`src/rtl/rtc_irq_emu_pkg.sv`:
```
package rtc_irq_emu_pkg;

    // base tick is 2^6 = 64 per second
    localparam int BASE_LOG2 = 6;
    localparam int CODE_LO   = 1;
    localparam int CODE_HI   = 13;

    // flag word bit positions, decoded by the consumer
    localparam int BIT_UPD  = 4;
    localparam int BIT_ALM  = 5;
    localparam int BIT_PER  = 6;
    localparam int BIT_PEND = 7;
    localparam int CNT_LSB  = 8;

    typedef struct packed {
        logic upd;
        logic alm;
        logic per;
    } evt_t;

    typedef struct packed {
        logic [4:0] hr;
        logic [5:0] mn;
        logic [5:0] sc;
    } tod_t;

    function automatic logic [3:0] clamp_code(input logic [3:0] c);
        if (c < 4'(CODE_LO))      return 4'(CODE_LO);
        else if (c > 4'(CODE_HI)) return 4'(CODE_HI);
        else                      return c;
    endfunction

    // right shift applied to the base step for rates above the base
    function automatic logic [2:0] over_base(input logic [3:0] cc);
        if (cc > 4'(BASE_LOG2)) return 3'(cc - 4'(BASE_LOG2));
        else                    return 3'd0;
    endfunction

    // log2 of the divider limit for rates at or below the base
    function automatic logic [2:0] under_base(input logic [3:0] cc);
        if (cc < 4'(BASE_LOG2)) return 3'(4'(BASE_LOG2) - cc);
        else                    return 3'd0;
    endfunction

    function automatic logic [15:0] flag_word(input evt_t e);
        logic [15:0] w;
        w = '0;
        w[BIT_UPD]  = e.upd;
        w[BIT_ALM]  = e.alm;
        w[BIT_PER]  = e.per;
        w[BIT_PEND] = 1'b1;
        w[15:CNT_LSB] = 8'd1;
        return w;
    endfunction

endpackage

```
`src/rtl/rtc_irq_emu_catchup.sv`:
```
module rtc_irq_emu_catchup #(
    parameter int COUNT_W   = 32,
    parameter int MAX_CATCH = 8,
    localparam int LK_W     = $clog2(MAX_CATCH + 1)
) (
    input  logic [COUNT_W-1:0] cmp_cur,
    input  logic [COUNT_W-1:0] step,
    input  logic [COUNT_W-1:0] count,
    output logic [COUNT_W-1:0] cmp_next,
    output logic [LK_W-1:0]    lost
);

    logic [COUNT_W-1:0] cand   [0:MAX_CATCH];
    logic [MAX_CATCH:1] behind;

    assign cand[0] = cmp_cur;

    generate
        for (genvar k = 1; k <= MAX_CATCH; k++) begin : g_cand
            logic [COUNT_W-1:0] diff;
            assign cand[k]   = cand[k-1] + step;
            assign diff      = count - cand[k];
            assign behind[k] = ($signed(diff) > 0);
        end
    endgenerate

    always_comb begin
        logic found;
        found    = 1'b0;
        cmp_next = cand[MAX_CATCH];
        lost     = LK_W'(MAX_CATCH - 1);
        for (int k = 1; k <= MAX_CATCH; k++) begin
            if (!found && !behind[k]) begin
                found    = 1'b1;
                cmp_next = cand[k];
                lost     = LK_W'(k - 1);
            end
        end
    end

endmodule

```
`src/rtl/rtc_irq_emu_periodic.sv`:
```
module rtc_irq_emu_periodic
    import rtc_irq_emu_pkg::*;
#(
    parameter int MAX_CATCH = 8,
    localparam int LK_W     = $clog2(MAX_CATCH + 1),
    localparam int PC_W     = 7 + LK_W
) (
    input  logic            clk,
    input  logic            rst,
    input  logic            arm,
    input  logic            go,
    input  logic [3:0]      code,
    input  logic [LK_W-1:0] lost,
    output logic            fire
);

    logic [PC_W-1:0] pcnt;
    logic [PC_W-1:0] nxt;
    logic [PC_W-1:0] limit;

    assign nxt   = pcnt + PC_W'(1) + PC_W'(lost);
    assign limit = PC_W'(1) << under_base(code);
    assign fire  = go && (nxt >= limit);

    always_ff @(posedge clk) begin
        if (rst || arm) begin
            pcnt <= '0;
        end else if (go) begin
            pcnt <= fire ? '0 : nxt;
        end
    end

endmodule

```
`src/rtl/rtc_irq_emu_update.sv`:
```
module rtc_irq_emu_update (
    input  logic       clk,
    input  logic       rst,
    input  logic       en,
    input  logic       go,
    input  logic [5:0] sec,
    output logic       fire
);

    logic       en_q;
    logic       valid;
    logic [5:0] prev;
    logic       rise;
    logic       eff_valid;
    logic       differs;

    assign rise      = en && !en_q;
    assign eff_valid = valid && !rise;
    assign differs   = !eff_valid || (sec != prev);
    assign fire      = go && en && eff_valid && (sec != prev);

    always_ff @(posedge clk) begin
        if (rst) begin
            en_q  <= 1'b0;
            valid <= 1'b0;
            prev  <= '0;
        end else begin
            en_q <= en;
            if (go && en) begin
                if (differs) begin
                    prev  <= sec;
                    valid <= 1'b1;
                end else begin
                    valid <= eff_valid;
                end
            end else if (rise) begin
                valid <= 1'b0;
            end
        end
    end

endmodule

```
`src/rtl/rtc_irq_emu.sv`:
```
module rtc_irq_emu
    import rtc_irq_emu_pkg::*;
#(
    parameter int COUNT_W   = 32,
    parameter int BASE_STEP = 1024,
    parameter int MAX_CATCH = 8,
    parameter int LOST_W    = 8
) (
    input  logic               clk,
    input  logic               rst,
    input  logic               tick_i,
    input  logic [COUNT_W-1:0] count_i,
    input  logic               upd_en_i,
    input  logic               alm_en_i,
    input  logic               per_en_i,
    input  logic [3:0]         rate_i,
    input  logic [4:0]         alm_hr_i,
    input  logic [5:0]         alm_min_i,
    input  logic [5:0]         alm_sec_i,
    input  logic [4:0]         now_hr_i,
    input  logic [5:0]         now_min_i,
    input  logic [5:0]         now_sec_i,
    input  logic               ack_i,
    output logic               irq_o,
    output logic [15:0]        flags_o,
    output logic               chan_en_o,
    output logic [COUNT_W-1:0] cmp_o,
    output logic [LOST_W-1:0]  lost_o
);

    localparam int LK_W = $clog2(MAX_CATCH + 1);
    localparam logic [COUNT_W-1:0] BASE_V = COUNT_W'(BASE_STEP);
    localparam logic [LOST_W:0]    LOST_MAX = {1'b0, {LOST_W{1'b1}}};

    logic               any_en;
    logic [3:0]         cc;
    logic [COUNT_W-1:0] step;
    logic               arm, go, off;
    logic [COUNT_W-1:0] cmp_nx;
    logic [LK_W-1:0]    lost_k;
    logic [LOST_W:0]    lost_sum;
    evt_t               ev;
    logic               ev_any;
    tod_t               now_t, alm_t;

    assign any_en = upd_en_i | alm_en_i | per_en_i;
    assign cc     = clamp_code(rate_i);
    assign step   = per_en_i ? (BASE_V >> over_base(cc)) : BASE_V;
    assign arm    = !chan_en_o && any_en;
    assign go     = tick_i && chan_en_o && any_en;
    assign off    = tick_i && chan_en_o && !any_en;

    rtc_irq_emu_catchup #(
        .COUNT_W  (COUNT_W),
        .MAX_CATCH(MAX_CATCH)
    ) u_catch (
        .cmp_cur (cmp_o),
        .step    (step),
        .count   (count_i),
        .cmp_next(cmp_nx),
        .lost    (lost_k)
    );

    rtc_irq_emu_periodic #(
        .MAX_CATCH(MAX_CATCH)
    ) u_per (
        .clk (clk),
        .rst (rst),
        .arm (arm),
        .go  (go && per_en_i),
        .code(cc),
        .lost(lost_k),
        .fire(ev.per)
    );

    rtc_irq_emu_update u_upd (
        .clk (clk),
        .rst (rst),
        .en  (upd_en_i),
        .go  (go),
        .sec (now_sec_i),
        .fire(ev.upd)
    );

    assign now_t  = '{hr: now_hr_i, mn: now_min_i, sc: now_sec_i};
    assign alm_t  = '{hr: alm_hr_i, mn: alm_min_i, sc: alm_sec_i};
    assign ev.alm = go && alm_en_i && (now_t == alm_t);
    assign ev_any = ev.upd | ev.alm | ev.per;

    assign lost_sum = {1'b0, lost_o} + (LOST_W + 1)'(lost_k);

    // channel enable and comparator
    always_ff @(posedge clk) begin
        if (rst) begin
            chan_en_o <= 1'b0;
            cmp_o     <= '0;
        end else if (arm) begin
            chan_en_o <= 1'b1;
            cmp_o     <= count_i + step;
        end else if (off) begin
            chan_en_o <= 1'b0;
        end else if (go) begin
            cmp_o <= cmp_nx;
        end
    end

    // saturating loss total
    always_ff @(posedge clk) begin
        if (rst) begin
            lost_o <= '0;
        end else if (go) begin
            lost_o <= (lost_sum > LOST_MAX) ? LOST_MAX[LOST_W-1:0] : lost_sum[LOST_W-1:0];
        end
    end

    // strobe and held flag word
    always_ff @(posedge clk) begin
        if (rst) begin
            irq_o   <= 1'b0;
            flags_o <= '0;
        end else begin
            irq_o <= ev_any;
            if (ack_i) begin
                flags_o <= ev_any ? flag_word(ev) : '0;
            end else if (ev_any) begin
                flags_o <= flags_o | flag_word(ev);
            end
        end
    end

endmodule

```
`config.mk`:
```
export PLATFORM = sky130hd
export DESIGN_NAME = rtc_irq_emu
export DESIGN_NICKNAME = d
export VERILOG_FILES = /design/src/rtl/rtc_irq_emu_pkg.sv /design/src/rtl/rtc_irq_emu_catchup.sv /design/src/rtl/rtc_irq_emu_periodic.sv /design/src/rtl/rtc_irq_emu_update.sv /design/src/rtl/rtc_irq_emu.sv
export SDC_FILE = /design/constraint.sdc
export NUM_CORES = 1
export LEC_CHECK = 0
export CAP_MARGIN = 20
export CORE_MARGIN = 2
export CORE_UTILIZATION = 50
export DETAILED_ROUTE_END_ITERATION = 10
export MAX_ROUTING_LAYER = met4
export PLACE_DENSITY_LB_ADDON = 0.25
export SYNTH_ARGS = -nofsm -noshare
export SYNTH_HDL_FRONTEND = slang
export SYNTH_SLANG_ARGS = --single-unit
export TNS_END_PERCENT = 100
```
`constraint.sdc`:
```
create_clock -name clk -period 22.2 [get_ports clk]
set_input_delay 4.44 -clock clk [delete_from_list [all_inputs] [get_ports clk]]
set_output_delay 4.44 -clock clk [all_outputs]
set_load 0.05 [all_outputs]
```
==> flow_summary.ini, run 1 <==
[yosys]
ys_warn_count = 0
yosys.area.top_type = ha_1
netlist_instances = 3556
synth-seq-cells = 65
netlist_area_sq_mm = 0.0250
synth_top_area_share_pct = 12.9
synth.avg_cell_area_sq_um = 7.04
yosysSeqAreaShare_pct = 5.20
async_flop_share_pct = 0
synth_enable_flop_cells = 0
ys_types = 130
synth_top_flop_cell = dfxtp_1
yosys-top-cells-area = ha_1 (13%), xnor2_1 (7.0%), dfxtp_1 (5.2%)

[floorplan]
die_h_um = 228
start_util_pct = 50.9
dieArea_sq_mm = 0.0519
ios = 135
rows = 81
core_area_sq_mm = 0.0492
die_w_um = 228

[critical_path]
critPathMaxStageDelay_ns = 0.56
worstPathRequired_ns = 22.49
crit_path_top_delay_cell = or4_1
start_kind = input port
r2r-start = cmp_o[3]
r2r_slack_ns = 5.72
crit_path_end_kind = flop
arrival_ns = 21.31
startpoint = rate_i[1]
worst_r2r_endpoint = u_per.pcnt[1]
path_class = input port to flop
endpoint = u_per.pcnt[1]
cp_max_fo = 11
crit_path_frequent_cell = ha_1
path_buf_inv = 7
cp.depth = 73
ff2ff_path_depth = 70
crit_family = simple AND/OR/NAND/NOR gates

[timing]
fmax_mhz = 47.6
rsz0062_at_grt = false
setup_viol = 0
fin_crit_ns = 21.03
hold_viol_final = 0
report.final.slew_viol_count = 0
worstMarginPinSlew_ns = 1.29
max_slew_margin_pct = 13.9
period_share_pct = 94.7
skew_ns = 0.0192
fin_tns_setup_ns = 0

[routing]
num_vias = 28600
first_pass_iters = 6
ant_nets = 0
drt-initial-drc-count = 3311
wl_per_cell_um = 23.1
wl_um = 101000
drc_errors = 0
viasPerCell = 6.59

[grt]
grt_overflow = 0
grt_pass1_vias = 25900
grt_usage_pct = 38.4
grt_pass1_wl_um = 152000
antenna_found_initial = 2
grt_max_degree = 44

[clock_network]
clkTransAtPathRegs_ns = 0.06
clk_latency_ns = 0.38
cts_made_buffers = 9
clkSinkCount = 65
cts_root_buffer = clkbuf_16
clockBufferDepth = 2
holdBufCountCts = 0
cts_tree = built
cts.htree.levels = 3

[outcome]
outcome = finished, final reports clean

[power]
leakage_uw = 0.0108
p_per_area_mw_per_mm2 = 117
ir_worst_vdd_mv = 0.105
p_seq_share_pct = 5.3
p_int_uw = 1290
p_sw_uw = 1940
p_clk_share_pct = 5.2
combPwrFrac_pct = 89.4
netSwitchingFraction_pct = 60.0

[place]
dp_hpwl_um = 82800
routabilityCongestion = 1.10
portBuffers = 123
dp_cells = 4319
dpl_cell_area_sq_mm = 0.0272

[run]
max_cap_viol_count = 0

[finish]
nets = 4010
finalInstanceArea_sq_mm = 0.0277
syn_to_final_growth_pct = 10.7
final_core_util_pct = 56.4
drive_above_1_share_pct = 8.79
fin_cells = 4343

[hold_path]
holdPathStages = 2
worstHoldPathType = flop to flop
registers in the layout, summed over array words and instances (netlist names):
register / count
flags_o: 4
lost_o: 8
u_per.pcnt: 11
u_upd.valid: 1
cmp_o: 32
u_upd.en_q: 1
chan_en_o: 1
irq_o: 1
u_upd.prev: 6
worst min-delay path, cell delays in order, from the launching register on:
cell and delay [ns]:
dfxtp_1 0.31, nand2b_1 0.06, a21oi_1 0.06
cell usage after synthesis (all sizes together), types with 61 or more instances:
| cell | n |
|---|---|
| xor2 | 108 |
| xnor2 | 222 |
| inv | 221 |
| o21ai | 267 |
| nor4 | 67 |
| nor3 | 130 |
| ha | 259 |
| clkbuf | 64 |
| a21o | 84 |
| a21oi | 265 |
| nor2 | 306 |
| nand3 | 99 |
| nand2 | 305 |
| dfxtp | 65 |
| o211ai | 61 |
cell usage in the layout (no fill, tap or decap), types with 19 or more instances in the layout:
master / netlist / final
o21a_1: 60 / 60
inv_1: 202 / 202
o22ai_1: 19 / 19
o21bai_1: 23 / 23
o21ai_1: 26 / 26
o31ai_1: 29 / 29
xor2_1: 97 / 97
and2_1: 28 / 28
clkdlybuf4s50_1: 0 / 123
buf_4: 20 / 88
nor2b_1: 27 / 27
ha_1: 259 / 258
or3_1: 39 / 39
nand2_1: 301 / 300
o2111ai_1: 22 / 21
nand4_1: 46 / 46
or2_2: 22 / 22
o211ai_1: 60 / 60
a211o_1: 21 / 21
a21o_1: 84 / 84
a22oi_1: 31 / 31
nor4_1: 56 / 51
nor2_1: 299 / 292
nor3_1: 122 / 120
nand2b_1: 59 / 59
a211oi_1: 48 / 44
o21ai_0: 237 / 236
a31oi_1: 52 / 52
nand3_1: 97 / 97
and3_1: 39 / 39
xnor2_1: 201 / 199
dfxtp_1: 65 / 65
mux2i_1: 55 / 55
a21oi_1: 259 / 258
kinds of logic (layout without fill, tap and decap cells):
logic type	after synthesis	in the layout	share of synthesized area [%]
mux	72	72	2.96
other cells	1	14	0.0150
buf+inv	341	451	5.68
xor+xnor	339	339	13.6
compound gates	1201	1201	32.7
flops	65	65	5.20
simple gates	1266	1266	26.2
fa+ha+maj	271	271	13.5
power by group through the flow:
stage / Combinational [uW] / Sequential [uW] / Clock [uW]
after global routing: 3120 / 173 / 173
after floorplan: 1990 / 204 / 0
final: 2890 / 172 / 170
after detailed placement: 2760 / 172 / 0
after CTS: 2770 / 169 / 169
after global placement: 2750 / 172 / 0
worst min path at each step:
stage / start / end / slack (ns)
2_1_floorplan: u_upd.valid / u_upd.valid / 0.47
3_3_place_gp: flags_o[6] / flags_o[6] / 0.47
3_5_place_dp: flags_o[5] / flags_o[5] / 0.47
4_1_cts: flags_o[5] / flags_o[5] / 0.48
5_1_grt: flags_o[6] / flags_o[6] / 0.50
6_report: flags_o[5] / flags_o[5] / 0.47
timing repair:
action	CTS	global route
endpoints found under the setup margin	0	13
endpoints found under the hold margin	0	0
buffers inserted	0	5
resized for setup	0	25
per-stage QoR:
step / total power [uW] / setup slack [ns] / hold slack [ns]
2_1_floorplan: 2200 / 1.99 / 0.468
3_3_place_gp: 2920 / 0.769 / 0.468
3_5_place_dp: 2930 / 0.461 / 0.468
4_1_cts: 3110 / 0.743 / 0.476
5_1_grt: 3470 / 0.00942 / 0.502
6_report: 3230 / 1.17 / 0.471
layout make-up:
class                           instances  area [sq um]
Timing Repair Buffer                  211          1890
Clock inverter                          7           100
Inverter                              224           843
Fill cell                            4803         21400
Antenna cell                            3          7.51
Tap cell                              664           831
Clock buffer                            9           225
Sequential cell                        65          1300
Multi-Input combinational cell       3160         22500
per-layer routing:
layer  vias up  global-route usage [%]  share of wire [%]  routed length (um)
li1      13600                       -                  -                   -
met1     13300                    52.0                 42               42700
met2      1545                    54.4                 40               40400
met3       224                    6.87                 12               11800
met4         0                    18.7                5.6                5680
met5         -                       -                  0                   0
(Power assumes the default switching activity.)
==> inputs of run 2 (changes only) <==
clock period = 17.3 ns   (was 22.2 ns; I/O delays follow)
==> run 2 against run 1 <==
Net effect: the flow now finishes with violations (setup timing); non-clock buffer count increased by 811; sequential share of layout area decreased by 0.98 points; hold slack improved by 0.0053 ns; sequential cell count unchanged; final cell count increased by 19%; wire length increased by 15%; utilization increased by 15 points; first-iteration DRC count increased by 1.4%; via count increased by 13%; clock skew decreased by 0.0053 ns; clock power increased by 9%; sequential power increased by 23%.
==> flow_summary.ini, run 2 (synthesis results as in run 1) <==
[clock_network]
cts_tree = built
clk_latency_ns = 0.36
cts_root_buffer = clkbuf_16
clkTransAtPathRegs_ns = 0.07
clockBufferDepth = 2
cts_made_buffers = 9
cts.htree.levels = 3
holdBufCountCts = 0
clkSinkCount = 65

[finish]
mostFrequentLayoutCell = buf_4
drive_above_1_share_pct = 28.9
fin_cells = 5152
final_core_util_pct = 71.2
nets = 4821
largest_reg_flops = 32
reg_top3 = cmp_o x32, u_per.pcnt x11, lost_o x8
syn_to_final_growth_pct = 39.8
largest-register = cmp_o
layout_common_cells = buf_4 (882), nand2_1 (294), nor2_1 (276), ha_1 (245), a21oi_1 (240)

[timing]
rsz0062_at_grt = true
period_share_pct = 104
setup_viol = 13
fmax_mhz = 55.7
fin_crit_ns = 17.95
max_slew_margin_pct = 19.8
worstMarginPinSlew_ns = 1.19
hold_viol_final = 0
setup_slack_ns = -0.654
report.final.slew_viol_count = 0
skew_ns = 0.0139

[floorplan]
ios = 135
start_util_pct = 50.9
core_area_sq_mm = 0.0492
rows = 81
dieArea_sq_mm = 0.0519
die_w_um = 228
die_h_um = 228

[place]
portBuffers = 123
preCtsSetupSlack_ns = -1.57
dp_cells = 5057
routabilityCongestion = 1.06
dp_hpwl_um = 92500

[routing]
ant_nets = 0
wl_um = 115000
drc_errors = 0
viasPerCell = 6.27
num_vias = 32300
drt-initial-drc-count = 3358
first_pass_iters = 7
wl_per_cell_um = 22.3

[grt]
grt_overflow = 0
grt_max_degree = 44
grt_usage_pct = 42.8
antenna_found_initial = 1
grt_pass1_vias = 30000
grt_pass1_wl_um = 171000

[outcome]
violations = setup timing
outcome = finished with violations

[critical_path]
path_buf_inv = 15
crit_path_top_delay_cell = or4_1
start_kind = input port
cp_max_fo = 7
path_class = input port to flop
crit_family = simple AND/OR/NAND/NOR gates
crit_path_frequent_cell = buf_4
arrival_ns = 18.26
critPathMaxStageDelay_ns = 0.51
worstPathRequired_ns = 17.61
crit_path_end_kind = flop

[power]
total_power_uw = 5350
leakage_uw = 0.0148
p_per_area_mw_per_mm2 = 153
ir_worst_vdd_mv = 0.186

[run]
max_cap_viol_count = 0

[hold_path]
worstHoldPathType = flop to flop
[run 2: cell count changes in the layout (fill, tap and decap cells not counted), moves of 14 or more]
cell	change
buf_6	+14
o21ai_0	-14
a21oi_1	-18
a21oi_2	+18
nor2_1	-16
buf_4	+794
[run 2: stage by stage]
stage          area (sq um)  setup TNS (ns)  hold slack (ns)
2_1_floorplan         25300           -4.96            0.468
3_3_place_gp          33000          -18.47            0.460
3_5_place_dp          33000          -24.17            0.463
4_1_cts               34100           -5.86            0.472
5_1_grt               35000          -15.28            0.504
6_report              35000           -7.93            0.476
[run 2: per-layer routing]
layer	track usage [%]	wire, um
met3	6.23	8890
met2	66.9	51000
met1	51.1	46000
met5	-	0
met4	28.8	9280
[run 2: tightest hold or removal path, delay by kind of cell, from the launching register on]
family | cells | cell delay (ns)
flip-flops | 1 | 0.33
AND/OR/NAND/NOR | 1 | 0.06
AO/OA/AOI/OAI | 1 | 0.05
[run 2: path summary, 6_finish.rpt]
path | cells past startpoint | slack [ns] | to | startpoint
hold / removal | 2 | 0.48 | cmp_o[1] | cmp_o[1]
hold reg to reg | 2 | 0.48 | cmp_o[1] | cmp_o[1]
setup / recovery | 84 | -0.65 | u_per.pcnt[6] | rate_i[0]
setup reg to reg | 81 | 2.55 | u_per.pcnt[6] | cmp_o[4]
[run 2: area by class of cell]
class | count | area (sq um)
Antenna cell | 1 | 2.50
Inverter | 224 | 846
Multi-Input combinational cell | 3160 | 23600
Tap cell | 664 | 831
Fill cell | 4249 | 14200
Timing Repair Buffer | 1022 | 8080
Sequential cell | 65 | 1300
Clock buffer | 9 | 225
Clock inverter | 7 | 53.8
[run 2: report_power, final]
part	internal (uW)	total, uW	switching, uW
Clock	98.4	185	86.2
Combinational	2190	4950	2760
Sequential	171	211	40.8
[run 2: repair_timing]
action | 4_1_cts | 5_1_grt
endpoints found under the setup margin | 21 | 44
setup buffers | 54 | 24
gates resized for setup | 97 | 146
pin swaps | 88 | 114
endpoints found under the hold margin | 0 | 0
